## config.mk

```make
export PLATFORM = sky130hd
export DESIGN_NAME = combo_lock_ctrl
export DESIGN_NICKNAME = d
export VERILOG_FILES = /design/src/rtl/combo_lock_pkg.sv /design/src/rtl/combo_entry.sv /design/src/rtl/combo_code_store.sv /design/src/rtl/combo_lock_fsm.sv /design/src/rtl/combo_lock_ctrl.sv
export SDC_FILE = /design/constraint.sdc
export NUM_CORES = 1
export LEC_CHECK = 0
export BUFFER_PORTS_ARGS = -buffer_cell sky130_fd_sc_hd__buf_2
export CAP_MARGIN = 20
export CORE_MARGIN = 2
export CORE_UTILIZATION = 40
export CTS_CLUSTER_SIZE = 20
export DETAILED_ROUTE_END_ITERATION = 10
export GPL_TIMING_DRIVEN = 0
export SYNTH_ARGS = -nofsm -noshare
export SYNTH_HDL_FRONTEND = slang
export SYNTH_SLANG_ARGS = --single-unit
```

## constraint.sdc

```tcl
create_clock -name clk -period 3.9 [get_ports clk]
set_input_delay 0.39 -clock clk [delete_from_list [all_inputs] [get_ports clk]]
set_output_delay 0.39 -clock clk [all_outputs]
set_load 0.02 [all_outputs]
```

## src/rtl/combo_lock_pkg.sv

```systemverilog
package combo_lock_pkg;
  localparam int DIGIT_W = 4;

  typedef enum logic [1:0] {
    ST_LOCKED = 2'd0,
    ST_OPEN   = 2'd1,
    ST_PROG1  = 2'd2,
    ST_PROG2  = 2'd3
  } lock_st_e;

  function automatic logic is_bcd(input logic [DIGIT_W-1:0] d);
    return d <= 4'd9;
  endfunction
endpackage

```

## src/rtl/combo_entry.sv

```systemverilog
module combo_entry
  import combo_lock_pkg::*;
#(
  parameter int DIGITS = 3,
  localparam int CW   = DIGITS * DIGIT_W,
  localparam int CNTW = $clog2(DIGITS + 1)
) (
  input  logic                clk,
  input  logic                rst,
  input  logic                clr,
  input  logic                key_vld,
  input  logic [DIGIT_W-1:0]  key_digit,
  output logic [CW-1:0]       entry_code,
  output logic                full_clean
);
  logic [CNTW-1:0] cnt;
  logic            bad;

  always_ff @(posedge clk) begin
    if (rst || clr) begin
      cnt        <= '0;
      bad        <= 1'b0;
      entry_code <= '0;
    end else if (key_vld) begin
      if (cnt == CNTW'(DIGITS)) begin
        bad <= 1'b1;
      end else begin
        entry_code[int'(cnt)*DIGIT_W +: DIGIT_W] <= key_digit;
        cnt <= cnt + 1'b1;
        if (!is_bcd(key_digit)) bad <= 1'b1;
      end
    end
  end

  assign full_clean = (cnt == CNTW'(DIGITS)) && !bad;
endmodule

```

## src/rtl/combo_code_store.sv

```systemverilog
module combo_code_store
  import combo_lock_pkg::*;
#(
  parameter int DIGITS = 3,
  localparam int CW = DIGITS * DIGIT_W,
  parameter logic [CW-1:0] DEF_CODE = 12'h321
) (
  input  logic          clk,
  input  logic          rst,
  input  logic          pend_we,
  input  logic          commit,
  input  logic [CW-1:0] entry_code,
  output logic [CW-1:0] stored_code,
  output logic [CW-1:0] pending_code
);
  always_ff @(posedge clk) begin
    if (rst) begin
      stored_code  <= DEF_CODE;
      pending_code <= '0;
    end else begin
      if (pend_we) pending_code <= entry_code;
      if (commit)  stored_code  <= pending_code;
    end
  end
endmodule

```

## src/rtl/combo_lock_fsm.sv

```systemverilog
module combo_lock_fsm
  import combo_lock_pkg::*;
(
  input  logic     clk,
  input  logic     rst,
  input  logic     key_vld,
  input  logic     unlock_req,
  input  logic     prog_req,
  input  logic     full_clean,
  input  logic     match_stored,
  input  logic     match_pending,
  output lock_st_e state,
  output logic     pend_we,
  output logic     commit
);
  lock_st_e nxt;

  always_comb begin
    nxt     = state;
    pend_we = 1'b0;
    commit  = 1'b0;
    case (state)
      ST_LOCKED: if (unlock_req && full_clean && match_stored) nxt = ST_OPEN;
      ST_OPEN: begin
        if (key_vld)       nxt = ST_LOCKED;
        else if (prog_req) nxt = ST_PROG1;
      end
      ST_PROG1: if (unlock_req) begin
        if (full_clean) begin
          nxt     = ST_PROG2;
          pend_we = 1'b1;
        end else begin
          nxt = ST_LOCKED;
        end
      end
      ST_PROG2: if (unlock_req) begin
        nxt    = ST_LOCKED;
        commit = full_clean && match_pending;
      end
      default: nxt = ST_LOCKED;
    endcase
  end

  always_ff @(posedge clk) begin
    if (rst) state <= ST_LOCKED;
    else     state <= nxt;
  end
endmodule

```

## src/rtl/combo_lock_ctrl.sv

```systemverilog
module combo_lock_ctrl
  import combo_lock_pkg::*;
#(
  parameter int DIGITS = 3,
  localparam int CW = DIGITS * DIGIT_W,
  parameter logic [CW-1:0] DEF_CODE = 12'h321
) (
  input  logic               clk,
  input  logic               rst,
  input  logic               key_vld,
  input  logic [DIGIT_W-1:0] key_digit,
  input  logic               unlock_req,
  input  logic               prog_req,
  output logic               lock_open
);
  lock_st_e      state;
  logic [CW-1:0] entry_code, stored_code, pending_code;
  logic          full_clean, match_stored, match_pending;
  logic          pend_we, commit, entry_clr;
  logic          in_open, in_locked, in_prog1, in_prog2;

  assign in_open   = (state == ST_OPEN);
  assign in_locked = (state == ST_LOCKED);
  assign in_prog1  = (state == ST_PROG1);
  assign in_prog2  = (state == ST_PROG2);

  assign entry_clr     = unlock_req || in_open;
  assign match_stored  = (entry_code == stored_code);
  assign match_pending = (entry_code == pending_code);

  combo_entry #(.DIGITS(DIGITS)) u_entry (
    .clk(clk), .rst(rst), .clr(entry_clr), .key_vld(key_vld),
    .key_digit(key_digit), .entry_code(entry_code), .full_clean(full_clean)
  );

  combo_code_store #(.DIGITS(DIGITS), .DEF_CODE(DEF_CODE)) u_store (
    .clk(clk), .rst(rst), .pend_we(pend_we), .commit(commit),
    .entry_code(entry_code), .stored_code(stored_code), .pending_code(pending_code)
  );

  combo_lock_fsm u_fsm (
    .clk(clk), .rst(rst), .key_vld(key_vld), .unlock_req(unlock_req),
    .prog_req(prog_req), .full_clean(full_clean), .match_stored(match_stored),
    .match_pending(match_pending), .state(state), .pend_we(pend_we), .commit(commit)
  );

  assign lock_open = in_open || in_prog2;
endmodule

```

==> results of run 1 <==
layout by cell type (no fill, tap or decap), types with 2 or more instances in the layout:
cell / netlist / routed
nor4_1: 5 / 5
a21oi_1: 4 / 4
nand3b_1: 3 / 3
nor2_1: 40 / 40
nand2_1: 18 / 18
inv_1: 3 / 3
nor4b_2: 3 / 3
mux2i_1: 24 / 24
clkinv_2: 0 / 2
buf_2: 1 / 10
ha_1: 5 / 5
dfxtp_1: 41 / 41
nand2b_1: 2 / 2
clkbuf_1: 5 / 6
o21ai_0: 3 / 3
clkbuf_8: 0 / 5
a22oi_1: 12 / 12
xor2_1: 24 / 24
final cells by class:
| class | count | area [sq um] | area share |
|---|---|---|---|
| Multi-Input combinational cell | 154 | 1050 | 0.487 |
| Sequential cell | 41 | 821 | 0.379 |
| Tap cell | 67 | 83.8 | 0.0387 |
| Clock buffer | 6 | 72.6 | 0.0335 |
| Buffer | 9 | 62.6 | 0.0289 |
| Timing Repair Buffer | 9 | 45.0 | 0.0208 |
| Inverter | 4 | 15.0 | 0.00694 |
| Clock inverter | 2 | 10.0 | 0.00462 |
state kept, by name (all words and copies together) (netlist names):
| signal | count |
|---|---|
| u_store.stored_code | 12 |
| u_entry.entry_code | 12 |
| u_entry.bad | 1 |
| u_entry.cnt | 2 |
| u_store.pending_code | 12 |
| u_fsm.state | 2 |
through the flow:
step	instance area [sq um]	std cells	utilization
3_3_place_gp	2080	284	0.441
2_1_floorplan	1950	208	-
3_5_place_dp	2080	284	0.441
6_report	2160	292	0.458
4_1_cts	2160	292	0.458
5_1_grt	2160	292	0.458
synthesized netlist by cell type (all sizes together):
cell | count | area, sq um
nor4b | 3 | 45.0
buf | 4 | 43.8
xor2 | 24 | 210
nor3 | 2 | 15.0
mux2i | 24 | 240
a21oi | 4 | 20.0
and2b | 1 | 7.51
nand2b | 2 | 12.5
o32ai | 1 | 8.76
ha | 5 | 62.6
a22oi | 12 | 90.1
a32oi | 1 | 8.76
clkbuf | 5 | 18.8
and4 | 1 | 8.76
o21ai | 3 | 15.0
inv | 3 | 11.3
dfxtp | 41 | 821
nor2b | 1 | 6.26
nand4 | 1 | 6.26
clkinv | 1 | 3.75
or3 | 1 | 6.26
xnor2 | 1 | 8.76
nor2 | 40 | 150
nor4 | 5 | 31.3
nand3b | 4 | 33.8
nand2 | 18 | 67.6
where the power goes:
part	leakage [nW]	internal [mW]	switching, mW	total [mW]
Combinational	0.475	0.0143	0.0254	0.0397
Clock	0.0450	0.124	0.139	0.263
Sequential	0.331	0.421	0.00355	0.424
Total	0.851	0.559	0.168	0.727
metal layers:
layer / vias to the layer above / track usage / routed length (microns)
met5: - / 0 / 0
met4: 0 / 0.0424 / 39
met3: 4 / 0.0453 / 155
met2: 17 / 0.271 / 1790
met1: 670 / 0.212 / 1860
li1: 737 / - / -
worst min-delay path, stage by stage:
cell and delay, ns:
buf_2 0.11, a22oi_1 0.06, nor2_1 0.07
cells by family after synthesis:
logic type                 share of synthesized area
and+or+nand+nor                                0.200
DFF                                            0.420
xor gates and xnor gates                       0.112
muxes                                          0.123
AOI/OAI and AO/OA                             0.0730
buffers and inverters                         0.0397
adders and majority gates                     0.0320
worst paths after layout:
path                                             from                             endpoint  slack [ns]  depth (start not counted)
setup / recovery          u_entry.cnt[0]$_SDFFE_PP0P_  u_store.stored_code[3]$_SDFFE_PP0P_        1.94                          7
hold / removal                           key_digit[0]   u_entry.entry_code[4]$_SDFFE_PP0P_        0.38                          3
setup reg to reg          u_entry.cnt[0]$_SDFFE_PP0P_  u_store.stored_code[3]$_SDFFE_PP0P_        1.94                          7
hold reg to reg   u_store.stored_code[6]$_SDFFE_PP0P_  u_store.stored_code[6]$_SDFFE_PP0P_        0.47                          2
==> flow_metrics.env, run 1 <==
export IMPL_drcViolationCount=0
export IMPL_p_per_area_nw_per_um2=336
export IMPL_post_dp_hpwl_microns=2900
export IMPL_fmaxAchievable_mhz=510
export IMPL_n_antenna_cell=0
export IMPL_gp_congestion=0.829
export IMPL_tightest_slew_ns=0.511
export IMPL_setup_tns_ns=0
export IMPL_wl_microns=3840
export IMPL_critPathMaxStageDelay_ns=0.47
export IMPL_vias_per_cell=4.89
export IMPL_place_ws_ns=1.94
export IMPL_grt_pass1_wl_microns=6710
export IMPL_track_usage=0.165
export IMPL_hold_class="in -> reg"
export IMPL_vias=1428
export IMPL_critPathSlowestCell="dfxtp_1"
export IMPL_worstPathCellList="ha_1, nand3b_2, nor4_1, and4_1, buf_6, buf_12, mux2i_1"
export IMPL_p_leak_nw=0.851
export IMPL_peakVddDrop_mv=0.217
export IMPL_cts_root_buffer_cell="clkbuf_8"
export IMPL_clkSinkCount=41
export IMPL_max_cap_violations=0
export IMPL_final_min_clock_period_ns=1.96
export IMPL_core_area_sq_um=4720
export IMPL_hold_violations=0
export IMPL_worstPathArrival_ns=2.18
export IMPL_firstDrtPassIters=4
export IMPL_ys_warn_count=0
export IMPL_setup_violations=0
export IMPL_hold_buffers=0
export IMPL_syn_area_sq_um=1950
export IMPL_period_share=0.503
export IMPL_placementRows=25
export IMPL_final_max_slew_violation_count=0
export IMPL_dieArea_sq_um=5460
export IMPL_wire_per_inst_microns=13.2
export IMPL_cp_required_ns=4.12
export IMPL_drive_gt1_frac=0.111
export IMPL_worst_setup_path_start_kind="register"
export IMPL_insertion_delay_ns=0.29
export IMPL_drt_iter0_markers=76
export IMPL_synth_seq_cells=41
export IMPL_path_clk_slew_ns=0.07
export IMPL_whs_ns=0.380
export IMPL_fin_ws_ns=1.94
export IMPL_area_growth_pct=10.8
export IMPL_grt_max_degree=13
export IMPL_status="finished clean"
export IMPL_die_w_microns=73.9
export IMPL_worstSetupPathType="reg -> reg"
export IMPL_skew_ns=0.00728
export IMPL_syn_avg_cell_area_sq_um=9.39
export IMPL_cts_resized=0
export IMPL_ys_seq_area_frac=0.420
export IMPL_fillers=464
export IMPL_grt_setup_unrepaired="no"
export IMPL_cp_end_kind="register"
export IMPL_cts_max_path_buffers=2
export IMPL_cts_buffers=5
export IMPL_start_util=0.414
export IMPL_path_max_fanout=10
export IMPL_htreeDepth=2
export IMPL_cts_setup_buffers=0
export IMPL_die_y_microns=73.9
export IMPL_fin_nets=238
export IMPL_critPathBufInv=2
export IMPL_cts_tree="yes"
export IMPL_grt_remaining_overflow=0
export IMPL_port_buffers=9
export IMPL_ioPinCount=10
export IMPL_syn_nets=222
export IMPL_total_power_mw=0.727
export IMPL_netlist_instances=208
export IMPL_ant_nets=0
export IMPL_slew_headroom=0.659
export IMPL_grt_pass1_vias=1418
export IMPL_yosys_cell_types_count=31
export IMPL_grt_antenna_before_repair=0
export IMPL_cp_top_family="simple AND/OR/NAND/NOR gates"
No activity file was read; power rests on OpenSTA's default activity.
==> inputs of run 2 (changes only) <==
ABC_AREA = 1   (was not set)
clock period = 1.9 ns   (was 3.9 ns; I/O delays follow)
==> run 2 against run 1 <==
Net effect:
- synthesized cell count increased by 48%
- critical endpoint is now u_store.stored_code[7]$_SDFFE_PP0P_
- non-clock buffer count decreased by 2
- largest power group unchanged
- critical path depth increased by 3
==> flow_metrics.env, run 2 <==
export IMPL_tightest_slew_ns=0.525
export IMPL_hold_class="in -> reg"
export IMPL_cp_required_ns=2.09
export IMPL_synth_top_area_cell="dfxtp_1"
export IMPL_track_usage=0.183
export IMPL_p_per_area_nw_per_um2=743
export IMPL_syn_area_sq_um=2050
export IMPL_slew_headroom=0.650
export IMPL_cts_max_path_buffers=2
export IMPL_hold_violations=0
export IMPL_grt_pass1_wl_microns=7800
export IMPL_r2r_start="u_entry.cnt[0]$_SDFFE_PP0P_"
export IMPL_place_area_sq_um=2180
export IMPL_netlist_instances=307
export IMPL_core_area_sq_um=5040
export IMPL_ioPinCount=10
export IMPL_min_from="rst"
export IMPL_worst_setup_path_start_kind="register"
export IMPL_synth_top_area_share=0.400
export IMPL_gp_congestion=0.819
export IMPL_grt_antenna_before_repair=0
export IMPL_syn_nets=321
export IMPL_n_antenna_cell=0
export IMPL_start_util=0.407
export IMPL_ys_async_sr_fraction=0
export IMPL_cts_buffers=5
export IMPL_cts_root_buffer_cell="clkbuf_8"
export IMPL_r2r_cells=10
export IMPL_critPathSlowestCell="dfxtp_1"
export IMPL_final_min_clock_period_ns=1.67
export IMPL_cts_setup_buffers=0
export IMPL_wl_microns=4680
export IMPL_stdcell_area_sq_um=2310
export IMPL_synth_edff_count=0
export IMPL_clkSinkCount=41
export IMPL_synth_seq_cells=41
export IMPL_insertion_delay_ns=0.30
export IMPL_post_dp_hpwl_microns=3480
export IMPL_ys_warn_count=0
export IMPL_critPathMaxStageDelay_ns=0.39
export IMPL_grt_remaining_overflow=0
export IMPL_area_sequential_sq_um=821
export IMPL_drt_iter0_markers=76
export IMPL_grt_pass1_vias=1732
export IMPL_grt_setup_unrepaired="no"
export IMPL_vias=1841
export IMPL_fmaxAchievable_mhz=598
export IMPL_drive_gt1_frac=0.0833
export IMPL_synth_flop_cell="dfxtp_1"
export IMPL_worstSetupPathType="reg -> reg"
export IMPL_status="finished clean"
export IMPL_fin_nets=337
export IMPL_skew_ns=0.0114
export IMPL_worstPathArrival_ns=1.86
export IMPL_setup_violations=0
export IMPL_period_share=0.880
export IMPL_final_common_cell="nand2_1"
export IMPL_r2r_end="u_store.stored_code[7]$_SDFFE_PP0P_"
export IMPL_final_max_slew_violation_count=0
export IMPL_area_growth_pct=12.5
export IMPL_post_synth_top_count_cell="nand2_1"
export IMPL_cp_end_kind="register"
export IMPL_crit_path_frequent_cell="nand2_1"
export IMPL_yosys_cell_types_count=21
export IMPL_port_buffers=9
export IMPL_path_max_fanout=10
export IMPL_peakVddDrop_mv=0.347
export IMPL_die_y_microns=75.6
export IMPL_ys_top_cells_by_area="dfxtp_1, nand2_1, inv_1"
export IMPL_netlist_top_cells_count="nand2_1, inv_1, nor2_1, dfxtp_1, a21oi_1"
export IMPL_placementRows=26
export IMPL_reg2reg_slack_ns=0.23
export IMPL_reg_largest_list="u_entry.entry_code (12), u_store.pending_code (12), u_store.stored_code (12)"
export IMPL_hold_depth=2
export IMPL_max_cap_violations=0
export IMPL_wire_per_inst_microns=11.9
export IMPL_fin_ws_ns=0.228
export IMPL_worstHoldEndpoint="u_fsm.state[1]$_SDFFE_PP0P_"
export IMPL_ys_seq_area_frac=0.400
export IMPL_drcViolationCount=0
export IMPL_setup_tns_ns=0
export IMPL_p_leak_nw=0.988
export IMPL_syn_avg_cell_area_sq_um=6.68
export IMPL_multi_input_area_sq_um=1030
export IMPL_dieArea_sq_um=5720
export IMPL_worstPathCellList="ha_2, nand3_2, nor2_1, and2_1, nand2_1, nor2_2, buf_6, nand2_1, nand2_1, nor2_1"
export IMPL_ant_nets=0
export IMPL_firstDrtPassIters=5
export IMPL_mostFrequentLayoutCells="nand2_1, inv_1, nor2_1"
export IMPL_grt_max_degree=13
export IMPL_place_ws_ns=0.111
export IMPL_path_clk_slew_ns=0.08
export IMPL_cts_tree="yes"
export IMPL_vias_per_cell=4.67
export IMPL_htreeDepth=2
export IMPL_die_w_microns=75.6
export IMPL_fillers=547
## run 2: final cells by class
class,instances,share of cell area
flip-flops and latches,41,0.356
well taps,70,0.0379
multi-input cells,214,0.444
repair buffers,9,0.0195
clock buffers,7,0.0374
inverters,45,0.0732
plain buffers,7,0.0190
clock inverters,1,0.0130
## run 2: how the worst max path moves through the flow
stage / from / end / slack [ns] / cells past startpoint
after floorplan: u_entry.cnt[0]$_SDFFE_PP0P_ / u_store.stored_code[1]$_SDFFE_PP0P_ / 0.47 / 10
after global placement: u_entry.cnt[0]$_SDFFE_PP0P_ / u_entry.entry_code[8]$_SDFFE_PP0P_ / 0.13 / 5
after detailed placement: u_entry.cnt[0]$_SDFFE_PP0P_ / u_entry.entry_code[8]$_SDFFE_PP0P_ / 0.11 / 5
after CTS: u_entry.cnt[0]$_SDFFE_PP0P_ / u_entry.entry_code[8]$_SDFFE_PP0P_ / 0.1 / 5
after global routing: u_entry.cnt[0]$_SDFFE_PP0P_ / u_store.stored_code[7]$_SDFFE_PP0P_ / 0.05 / 10
final: u_entry.cnt[0]$_SDFFE_PP0P_ / u_store.stored_code[7]$_SDFFE_PP0P_ / 0.23 / 10
## run 2: stage by stage
stage	cells	hold slack, ns	power, mW	utilization
4_1_cts	394	0.132	1.73	0.456
2_1_floorplan	307	0.259	0.966	-
3_5_place_dp	386	0.450	1.01	0.433
3_3_place_gp	386	0.441	1.00	0.433
5_1_grt	394	0.139	1.78	0.458
6_report	394	0.139	1.71	0.458
## run 2: kinds of logic (layout without fill, tap and decap cells)
kind of cell	after synthesis	count (layout)	synth area share
AND/OR/NAND/NOR	142	142	0.280
AO/OA/AOI/OAI	57	57	0.143
buffers and inverters	52	69	0.104
flip-flops	41	41	0.400
XOR/XNOR	10	10	0.0427
adder cells (fa/ha/maj)	5	5	0.0305
## run 2: report_power, final
group / switching (mW) / internal (mW)
sequential: 0.00841 / 0.867
clock: 0.301 / 0.429
combinational: 0.0741 / 0.0362
## run 2: timing repair
| action | in CTS | in global routing |
|---|---|---|
| hold buffers | 0 | 0 |
| gates resized for setup | 0 | 3 |
| setup endpoints to repair | 0 | 9 |
## run 2: critical path: cells and delay by family (launching register included)
kind	cells	cell delay, ns
DFF	1	0.39
buffers and inverters	1	0.17
and+or+nand+nor	8	0.75
adders and majority gates	1	0.24
## run 2: metal layers
layer,up-vias,track usage,part of all wire,routed length [microns]
met5,-,0,0,0
met4,0,0.0663,0.015,68
met3,6,0.0423,0.025,119
met2,22,0.300,0.46,2130
met1,825,0.236,0.50,2360
li1,988,-,-,-
